==> src/rtl/dwtTilePkg.sv <==
package dwtTilePkg;
  typedef enum logic [1:0] {
    PH_LOAD = 2'd0,
    PH_COL  = 2'd1,
    PH_ROW  = 2'd2
  } phase_e;

  typedef enum logic [1:0] {
    BAND_LL = 2'd0,
    BAND_LH = 2'd1,
    BAND_HL = 2'd2,
    BAND_HH = 2'd3
  } band_e;

  typedef struct packed {
    logic loadEn;
    logic colEn;
    logic rowEn;
  } strobe_t;
endpackage

==> src/rtl/lift53Pair.sv <==
// One inverse 5/3 lifting window: yields the even/odd pair at index k.
module lift53Pair #(
  parameter int DW = 16
) (
  input  logic signed [DW-1:0] sCur,
  input  logic signed [DW-1:0] sNext,
  input  logic signed [DW-1:0] dPrev,
  input  logic signed [DW-1:0] dCur,
  input  logic signed [DW-1:0] dNext,
  input  logic                 atEnd,
  output logic signed [DW-1:0] xEven,
  output logic signed [DW-1:0] xOdd
);
  localparam int EW = DW + 3;

  logic signed [EW-1:0] sC, sN, dP, dC, dN;
  logic signed [EW-1:0] evHere, evAhead, pairSum, odd;

  always_comb begin
    sC = EW'(sCur);
    sN = EW'(sNext);
    dP = EW'(dPrev);
    dC = EW'(dCur);
    dN = EW'(dNext);
    evHere  = sC - ((dP + dC + EW'(2)) >>> 2);
    evAhead = sN - ((dC + dN + EW'(2)) >>> 2);
    pairSum = atEnd ? (evHere + evHere) : (evHere + evAhead);
    odd     = dC + (pairSum >>> 1);
    xEven   = DW'(evHere);
    xOdd    = DW'(odd);
  end
endmodule

==> src/rtl/dwtTileCtrl.sv <==
module dwtTileCtrl
  import dwtTilePkg::*;
#(
  parameter int W = 8,
  parameter int H = 8
) (
  input  logic          clk,
  input  logic          rstN,
  input  logic          inValid,
  output logic          inReady,
  output strobe_t       strobe,
  output logic [1:0]    ldBand,
  output logic [$clog2(H/2)-1:0] ldRow,
  output logic [$clog2(W/2)-1:0] ldCol,
  output logic [((W/4) > 1 ? $clog2(W/4) : 1)-1:0] colPair,
  output logic [$clog2(H/2)-1:0] colK,
  output logic [$clog2(H/2)-1:0] rowQ,
  output logic [$clog2(W/2)-1:0] rowK
);
  localparam int SW = W / 2;
  localparam int SH = H / 2;
  localparam int NP = W / 4;
  localparam int JW = $clog2(SW);
  localparam int KW = $clog2(SH);
  localparam int PW = (NP > 1) ? $clog2(NP) : 1;
  localparam logic [JW-1:0] LAST_J = JW'(SW - 1);
  localparam logic [KW-1:0] LAST_K = KW'(SH - 1);
  localparam logic [PW-1:0] LAST_P = PW'(NP - 1);

  phase_e phase;

  always_comb begin
    inReady       = (phase == PH_LOAD);
    strobe.loadEn = inReady & inValid;
    strobe.colEn  = (phase == PH_COL);
    strobe.rowEn  = (phase == PH_ROW);
  end

  always_ff @(posedge clk or negedge rstN) begin
    if (!rstN) begin
      phase   <= PH_LOAD;
      ldBand  <= '0;
      ldRow   <= '0;
      ldCol   <= '0;
      colPair <= '0;
      colK    <= '0;
      rowQ    <= '0;
      rowK    <= '0;
    end else begin
      unique case (phase)
        PH_LOAD: begin
          if (inValid) begin
            ldBand <= ldBand + 2'd1;
            if (ldBand == BAND_HH) begin
              if (ldCol == LAST_J) begin
                ldCol <= '0;
                if (ldRow == LAST_K) begin
                  ldRow <= '0;
                  phase <= PH_COL;
                end else begin
                  ldRow <= ldRow + 1'b1;
                end
              end else begin
                ldCol <= ldCol + 1'b1;
              end
            end
          end
        end
        PH_COL: begin
          if (colK == LAST_K) begin
            colK <= '0;
            if (colPair == LAST_P) begin
              colPair <= '0;
              phase   <= PH_ROW;
            end else begin
              colPair <= colPair + 1'b1;
            end
          end else begin
            colK <= colK + 1'b1;
          end
        end
        PH_ROW: begin
          if (rowK == LAST_J) begin
            rowK <= '0;
            if (rowQ == LAST_K) begin
              rowQ  <= '0;
              phase <= PH_LOAD;
            end else begin
              rowQ <= rowQ + 1'b1;
            end
          end else begin
            rowK <= rowK + 1'b1;
          end
        end
        default: phase <= PH_LOAD;
      endcase
    end
  end
endmodule

==> src/rtl/dwtTileDatapath.sv <==
module dwtTileDatapath
  import dwtTilePkg::*;
#(
  parameter int W  = 8,
  parameter int H  = 8,
  parameter int DW = 16
) (
  input  logic                 clk,
  input  logic                 rstN,
  input  strobe_t              strobe,
  input  logic signed [DW-1:0] inCoef,
  input  logic [1:0]           ldBand,
  input  logic [$clog2(H/2)-1:0] ldRow,
  input  logic [$clog2(W/2)-1:0] ldCol,
  input  logic [((W/4) > 1 ? $clog2(W/4) : 1)-1:0] colPair,
  input  logic [$clog2(H/2)-1:0] colK,
  input  logic [$clog2(H/2)-1:0] rowQ,
  input  logic [$clog2(W/2)-1:0] rowK,
  output logic                 outValid,
  output logic [$clog2(W)-1:0] outX,
  output logic [$clog2(H)-1:0] outY,
  output logic signed [DW-1:0] outPix00,
  output logic signed [DW-1:0] outPix01,
  output logic signed [DW-1:0] outPix10,
  output logic signed [DW-1:0] outPix11
);
  localparam int SW = W / 2;
  localparam int SH = H / 2;
  localparam int JW = $clog2(SW);
  localparam int KW = $clog2(SH);
  localparam int YW = $clog2(H);
  localparam logic [JW-1:0] LAST_J = JW'(SW - 1);
  localparam logic [KW-1:0] LAST_K = KW'(SH - 1);

  typedef logic signed [DW-1:0] word_t;

  word_t coefMem [4][SH][SW];
  word_t lowBuf  [H][SW];
  word_t highBuf [H][SW];

  // Column lanes: index = lane*2 + half (half 0 -> low rows, 1 -> high rows)
  word_t colEven [4];
  word_t colOdd  [4];
  word_t rowEven [2];
  word_t rowOdd  [2];

  logic [JW-1:0] jIdx [2];
  logic [YW-1:0] yIdx [2];
  logic [KW-1:0] kPrev, kNext;
  logic [JW-1:0] jPrev, jNext;

  always_comb begin
    jIdx[0] = JW'({colPair, 1'b0});
    jIdx[1] = JW'({colPair, 1'b1});
    yIdx[0] = {rowQ, 1'b0};
    yIdx[1] = {rowQ, 1'b1};
    kPrev   = (colK == '0)    ? colK : colK - 1'b1;
    kNext   = (colK == LAST_K) ? colK : colK + 1'b1;
    jPrev   = (rowK == '0)    ? rowK : rowK - 1'b1;
    jNext   = (rowK == LAST_J) ? rowK : rowK + 1'b1;
  end

  always_ff @(posedge clk) begin
    if (strobe.loadEn) coefMem[ldBand][ldRow][ldCol] <= inCoef;
  end

  for (genvar c = 0; c < 2; c++) begin : g_colProc
    for (genvar g = 0; g < 2; g++) begin : g_half
      localparam logic [1:0] S_BAND = 2'(2 * g);
      localparam logic [1:0] D_BAND = 2'(2 * g + 1);
      lift53Pair #(.DW(DW)) u_lift (
        .sCur (coefMem[S_BAND][colK][jIdx[c]]),
        .sNext(coefMem[S_BAND][kNext][jIdx[c]]),
        .dPrev(coefMem[D_BAND][kPrev][jIdx[c]]),
        .dCur (coefMem[D_BAND][colK][jIdx[c]]),
        .dNext(coefMem[D_BAND][kNext][jIdx[c]]),
        .atEnd(colK == LAST_K),
        .xEven(colEven[c*2+g]),
        .xOdd (colOdd[c*2+g])
      );
    end
  end

  always_ff @(posedge clk) begin
    if (strobe.colEn) begin
      for (int c = 0; c < 2; c++) begin
        lowBuf [{colK, 1'b0}][jIdx[c]] <= colEven[c*2];
        lowBuf [{colK, 1'b1}][jIdx[c]] <= colOdd[c*2];
        highBuf[{colK, 1'b0}][jIdx[c]] <= colEven[c*2+1];
        highBuf[{colK, 1'b1}][jIdx[c]] <= colOdd[c*2+1];
      end
    end
  end

  for (genvar r = 0; r < 2; r++) begin : g_rowProc
    lift53Pair #(.DW(DW)) u_lift (
      .sCur (lowBuf[yIdx[r]][rowK]),
      .sNext(lowBuf[yIdx[r]][jNext]),
      .dPrev(highBuf[yIdx[r]][jPrev]),
      .dCur (highBuf[yIdx[r]][rowK]),
      .dNext(highBuf[yIdx[r]][jNext]),
      .atEnd(rowK == LAST_J),
      .xEven(rowEven[r]),
      .xOdd (rowOdd[r])
    );
  end

  always_ff @(posedge clk or negedge rstN) begin
    if (!rstN) begin
      outValid <= 1'b0;
      outX     <= '0;
      outY     <= '0;
      outPix00 <= '0;
      outPix01 <= '0;
      outPix10 <= '0;
      outPix11 <= '0;
    end else begin
      outValid <= strobe.rowEn;
      if (strobe.rowEn) begin
        outX     <= {rowK, 1'b0};
        outY     <= {rowQ, 1'b0};
        outPix00 <= rowEven[0];
        outPix01 <= rowOdd[0];
        outPix10 <= rowEven[1];
        outPix11 <= rowOdd[1];
      end
    end
  end
endmodule

==> src/rtl/inverseDwtTile.sv <==
module inverseDwtTile
  import dwtTilePkg::*;
#(
  parameter int W  = 8,
  parameter int H  = 8,
  parameter int DW = 16
) (
  input  logic                 clk,
  input  logic                 rstN,
  input  logic                 inValid,
  input  logic signed [DW-1:0] inCoef,
  output logic                 inReady,
  output logic                 outValid,
  output logic [$clog2(W)-1:0] outX,
  output logic [$clog2(H)-1:0] outY,
  output logic signed [DW-1:0] outPix00,
  output logic signed [DW-1:0] outPix01,
  output logic signed [DW-1:0] outPix10,
  output logic signed [DW-1:0] outPix11
);
  localparam int JW = $clog2(W / 2);
  localparam int KW = $clog2(H / 2);
  localparam int PW = ((W / 4) > 1) ? $clog2(W / 4) : 1;

  strobe_t       strobe;
  logic [1:0]    ldBand;
  logic [KW-1:0] ldRow, colK, rowQ;
  logic [JW-1:0] ldCol, rowK;
  logic [PW-1:0] colPair;

  dwtTileCtrl #(.W(W), .H(H)) u_ctrl (
    .clk(clk), .rstN(rstN), .inValid(inValid), .inReady(inReady),
    .strobe(strobe), .ldBand(ldBand), .ldRow(ldRow), .ldCol(ldCol),
    .colPair(colPair), .colK(colK), .rowQ(rowQ), .rowK(rowK)
  );

  dwtTileDatapath #(.W(W), .H(H), .DW(DW)) u_dp (
    .clk(clk), .rstN(rstN), .strobe(strobe), .inCoef(inCoef),
    .ldBand(ldBand), .ldRow(ldRow), .ldCol(ldCol),
    .colPair(colPair), .colK(colK), .rowQ(rowQ), .rowK(rowK),
    .outValid(outValid), .outX(outX), .outY(outY),
    .outPix00(outPix00), .outPix01(outPix01),
    .outPix10(outPix10), .outPix11(outPix11)
  );
endmodule

==> config.mk <==
export PLATFORM = sky130hd
export DESIGN_NAME = inverseDwtTile
export DESIGN_NICKNAME = d
export VERILOG_FILES = /design/src/rtl/dwtTilePkg.sv /design/src/rtl/lift53Pair.sv /design/src/rtl/dwtTileCtrl.sv /design/src/rtl/dwtTileDatapath.sv /design/src/rtl/inverseDwtTile.sv
export SDC_FILE = /design/constraint.sdc
export NUM_CORES = 2
export LEC_CHECK = 0
export ABC_CLOCK_PERIOD_IN_PS = 11300
export BUFFER_PORTS_ARGS = -buffer_cell sky130_fd_sc_hd__buf_2
export CORE_AREA = 8 8 661 663
export DETAILED_ROUTE_END_ITERATION = 6
export DIE_AREA = 0 0 669 671
export GPL_ROUTABILITY_DRIVEN = 0
export PLACE_DENSITY = 0.41
export SYNTH_ARGS = -nofsm -noshare
export SYNTH_HDL_FRONTEND = slang
export SYNTH_HIERARCHICAL = 1
export SYNTH_SLANG_ARGS = --single-unit
==> constraint.sdc <==
create_clock -name clk -period 11.3 [get_ports clk]
set_input_delay 1.13 -clock clk [delete_from_list [all_inputs] [get_ports clk]]
set_output_delay 1.13 -clock clk [all_outputs]
set_load 0.05 [all_outputs]
### Word-level counts from Yosys, hierarchy flattened

Memory sizes are Yosys's and may differ from the RTL's.
Index checks and enable logic that the tools add are counted.

| storage, ports and cells | value |
|---|---|
| flip-flop bits (word level) | 84 |
| bits in writable memories | 2,048 |
| input bits | 19 |
| output and inout port bits | 72 |
| logic and storage cells | 805 |
| memories kept | 3 |

Memories:

| memory | depth | bits a word | rd ports | clocked after Yosys merged registers in | wr ports | RTL line | source |
|---|---|---|---|---|---|---|---|
| u_dp.coefMem | 4 | 256 | 4 | 0 | 1 | dwtTileDatapath.sv:37 | `word_t coefMem [4][SH][SW];` |
| u_dp.highBuf | 8 | 64 | 2 | 0 | 2 | dwtTileDatapath.sv:39 | `word_t highBuf [H][SW];` |
| u_dp.lowBuf | 8 | 64 | 2 | 0 | 2 | dwtTileDatapath.sv:38 | `word_t lowBuf [H][SW];` |

| cells by class | value |
|---|---|
| add/sub/neg operators | 63 |
| magnitude comparators | 14 |
| equal/unequal tests | 16 |
| multiplexer cells | 414 |
| bitwise operators | 267 |
| reductions and logical operators | 13 |

Operators with widths:

| kind | count |
|---|---|
| 2-to-1 mux 64 bit | 23 |
| binary-select mux 64 bit (select 2 bit) | 10 |
| 2-to-1 mux 16 bit | 63 |
| binary-select mux 16 bit (select 2 bit) | 30 |
| 2-to-1 mux 1 bit | 259 |
| 2-to-1 mux 256 bit | 1 |
| OR 1 bit | 256 |
| adder 17 x 3 -> 18 bit (second input constant) | 12 |
| adder 16 x 16 -> 17 bit | 12 |
| adder 17 bit | 12 |
| subtractor 16 x 16 -> 17 bit | 12 |
| demux 64 bit (select 2 bit) | 1 |
| 2-to-1 mux 17 bit | 6 |
| adder 16 bit | 6 |
| demux 16 bit (select 2 bit) | 3 |
| 2-to-1 mux 2 bit | 17 |
| greater-or-equal comparator 3 bit (second input constant) | 10 |
| inverter 2 -> 3 bit | 10 |
| == test 2 bit (second input constant) | 7 |
| adder 2 x 1 -> 2 bit (second input constant) | 6 |
| less-than comparator 3 x 1 -> 1 bit (second input constant) | 4 |
| inequality test 2 x 1 -> 1 bit (second input constant) | 5 |
| AND reduction 8 bit | 1 |
| logical NOT 2 bit | 3 |
| 10 further kinds | 18 |

### Longest topological paths before layout

| logic depth | value |
|---|---|
| depth in word-level cells | 16 |
| depth in mapped cells | 45 |
| mapped depth without buffers | 41 |

### Cells and area by module

The synthesis kept the hierarchy.

Modules (own cells, without submodules):

| module | instances | cells each | area each (um2) | sequential area each (um2) |
|---|---|---|---|---|
| dwtTileDatapath | 1 | 4,784 | 91,915.7 | 63,225.6 |
| lift53Pair (u_dp.g_colProc[0].g_half[0].u_lift ...) | 2 | 566 | 4,445.5 | 0.0 |
| lift53Pair (u_dp.g_colProc[1].g_half[1].u_lift ...) | 2 | 545 | 4,299.1 | 0.0 |
| lift53Pair (u_dp.g_rowProc[1].u_lift) | 1 | 565 | 4,418.0 | 0.0 |
| lift53Pair (u_dp.g_colProc[1].g_half[0].u_lift) | 1 | 551 | 4,351.7 | 0.0 |
| dwtTileCtrl | 1 | 54 | 700.7 | 375.4 |

### Worst setup path before layout

No wires, ideal clock.

| path | value |
|---|---|
| path kind | register to register |
| start | register u_ctrl.colK[1] |
| end | memory u_dp/highBuf[0][100] (netlist bit) (enable) |
| arrival time | 9,986 ps |
| data required time | 10,528 ps |
| setup slack | 542 ps |
| stages on the path, launching flop included | 7 |
| buffers on the path | 5 |
| period minus slack after synthesis | 10,758 ps |
| path through | dfrtp_1 > buf_2 > buf_4 > buf_2 > buf_2 > buf_1 > nor3_1 |

RTL lines:

| element | RTL line | source |
|---|---|---|
| start: declaration | dwtTileCtrl.sv:16 | `output logic [$clog2(H/2)-1:0] colK,` |
| start signal: assignment | dwtTileCtrl.sv:79 | `colK <= colK + 1'b1;` |
| end: declaration | dwtTileDatapath.sv:39 |  |

==> impl_metrics.py <==
metrics = {
    "yosys": {
        "async_flop_share_pct": 3.94,
        "yosysUniqueCellTypes": 110,
        "yosysSeqAreaShare_pct": 53.5,
        "ys_ff_latch": 2132,
        "synth-edff-count": 2048,
        "syn_area_um2": 119000,
        "syn_avg_cell_area_um2": 14.5,
        "synthFlopType": "edfxtp_1",
        "netlist_instances": 8176,
        "yosys_warnings": 6,
    },
    "global_routing": {
        "antenna_found_initial": 19,
        "grt_pass1_wl_mm": 538,
        "grt_usage_pct": 16.3,
        "gr-total-overflow": 0,
        "grt_pass1_vias": 74157,
        "grt_max_degree": 124,
    },
    "clock_network": {
        "cts.clk_slew.worst_paths_ns": 0.06,
        "cts.repair.resized": 0,
        "htree_num_levels": 5,
        "cts_hold_buffers": 0,
        "clock_latency_ns": 0.92,
        "post-cts-setup-buffer-count": 0,
        "cts_made_buffers": 265,
        "cts_tree": "done",
        "root_buffer": "clkbuf_16",
        "clockBufferDepth": 4,
        "cts_sinks": 2132,
    },
    "drt": {
        "avgViaCountPerCell": 5.02,
        "drtAntennaViolNets": 0,
        "num_vias": 72016,
        "drtPass1Iterations": 7,
        "wirelength_mm": 377,
        "detail_route.wl_per_cell_um": 26.3,
        "first_iter_violations": 5023,
        "drc": 0,
    },
    "sta": {
        "rsz0062_at_grt": "no",
        "fin_tns_setup_ns": 0,
        "hold_viol": 0,
        "max_slew_margin_pct": 9.36,
        "finalSetupViolCount": 0,
        "min_period_ns": 10.19,
        "fin_crit_sh_pct": 90.1,
        "clock.fmax_mhz": 98.2,
        "slew_viol_final": 0,
        "clock_skew_ns": 0.0784,
        "holdWs_ns": 0.176,
        "tightestPinTransition_ns": 1.35,
    },
    "critical_path": {
        "critPathKind": "flip-flop to flip-flop",
        "crit_path_end_kind": "flip-flop",
        "cp.required_ns": 12.04,
        "slowest_stage": "dfrtp_4",
        "cp_data_arrival_time_ns": 10.92,
        "cp_max_fo": 59,
        "startpoint_type": "flip-flop",
        "crit_top_cell": "a21oi_1",
        "cp_slowest_stage_delay_ns": 1.01,
    },
    "cells_and_area": {
        "final_common_cell": "edfxtp_1",
        "fill_cells": 41928,
        "mostFrequentLayoutCells": "edfxtp_1 (2048), ha_1 (660), mux4_2 (642), nand2_1 (424), a21oi_1 (421)",
        "final_core_util_pct": 31.9,
        "nets": 9229,
        "fin_area_um2": 136000,
        "syn2layout_area_growth_pct": 14.1,
        "drive_gt1_share_pct": 22.2,
    },
    "placed_design": {
        "io_buffers": 88,
        "dp_hpwl_mm": 263,
        "placed_area_um2": 127000,
    },
    "floorplan": {
        "ios": 91,
        "die-width_um": 669,
        "die_area_um2": 449000,
        "die_y_um": 671,
        "core_area_um2": 426000,
        "rows": 240,
        "start_util_pct": 27.9,
    },
    "outcome": {
        "status": "finished clean",
    },
    "job": {
        "drv_cap": 0,
    },
    "worst_hold_path": {
        "hold_class": "input pin to asynchronous set/reset pin",
    },
}
[worst paths after layout]
kind                                       endpoint  cells after the start              from  slack [ns]
worst min register to register     u_dp/outPix01[1]                      1  u_dp/outPix01[1]        0.50
min in group clk                   u_dp/outPix01[1]                      1  u_dp/outPix01[1]        0.50
worst max-delay path            u_dp/lowBuf[3][111]                     38    u_ctrl/colK[1]        1.11
worst max register to register  u_dp/lowBuf[3][111]                     38    u_ctrl/colK[1]        1.11
max in group asynchronous            u_ctrl/rowQ[1]                      3              rstN        9.45
worst min-delay path              u_dp/outPix00[14]                      1              rstN        0.18
[synthesized netlist by cell type, types with 65 or more instances]
master | instances | share of area [%]
xor2_1 | 155 | 1.1
xnor2_1 | 234 | 1.7
mux2_2 | 401 | 3.8
inv_1 | 335 | 1.1
fa_1 | 120 | 2.0
nor2b_1 | 89 | 0.47
a21o_1 | 104 | 0.66
o21ai_0 | 349 | 1.5
nand2b_1 | 65 | 0.34
mux2i_1 | 366 | 3.1
nor2_1 | 430 | 1.4
edfxtp_1 | 2048 | 52
ha_1 | 660 | 6.9
nand2_1 | 425 | 1.3
nand3_1 | 76 | 0.32
mux4_2 | 642 | 12
a21oi_1 | 421 | 1.8
a22oi_1 | 97 | 0.61
dfrtp_1 | 84 | 1.8
clkbuf_1 | 131 | 0.41
buf_2 | 147 | 0.62
[sequential cells by signal, indices dropped and copies added (netlist names), 16 cells and up]
signal / count
u_dp/coefMem: 1024
u_dp/highBuf: 512
u_dp/lowBuf: 512
u_dp/outPix00: 16
u_dp/outPix01: 16
u_dp/outPix10: 16
u_dp/outPix11: 16
[critical path: cells and delay by family, from the launching register on]
kind,cells,cell delay (ns)
AOI/OAI and AO/OA,17,2.92
xor gates and xnor gates,5,1.35
adders and majority gates,6,2.04
buffers and inverters,4,1.13
DFF,1,1.01
muxes,3,1.07
and+or+nand+nor,3,0.43
[cell families (layout without fill, tap and decap cells)]
group / after synthesis / in the layout / synth area share [%]
other: 1 / 18 / 0.00315
DFF: 2132 / 2132 / 53.5
buffers and inverters: 696 / 1153 / 2.54
and+or+nand+nor: 1325 / 1325 / 5.21
xor gates and xnor gates: 392 / 392 / 2.92
adders and majority gates: 780 / 780 / 8.97
AOI/OAI and AO/OA: 1432 / 1432 / 7.73
muxes: 1418 / 1418 / 19.1
[cell type report]
cell class | count | area (um^2) | share of cell area [%]
inverter | 336 | 1270 | 0.933
multi-input combinational | 5349 | 52600 | 38.7
clock buffer | 346 | 7130 | 5.26
sequential | 2132 | 63600 | 46.9
antenna | 16 | 40.0 | 0.0295
tap | 5687 | 7120 | 5.24
timing repair buffer | 346 | 2610 | 1.92
clock inverter | 125 | 1320 | 0.973
[routing by layer]
layer	track usage [%]	share of wire, %	up-vias
met2	27.0	47	1397
met3	1.71	3.7	370
met1	23.0	47	37680
met4	3.37	2.1	2
met5	0	0.0032	-
li1	-	-	32567
[through the flow]
step,setup slack [ns],instances
after floorplan,0.542,8177
after global placement,1.01,13850
after detailed placement,1.03,13850
after CTS,0.957,14321
after global routing,0.327,14324
final,1.11,14337
Power is left out: the tool's default activity adds up to more than one toggle a clock period on the data nets, which glitch-free logic cannot reach.
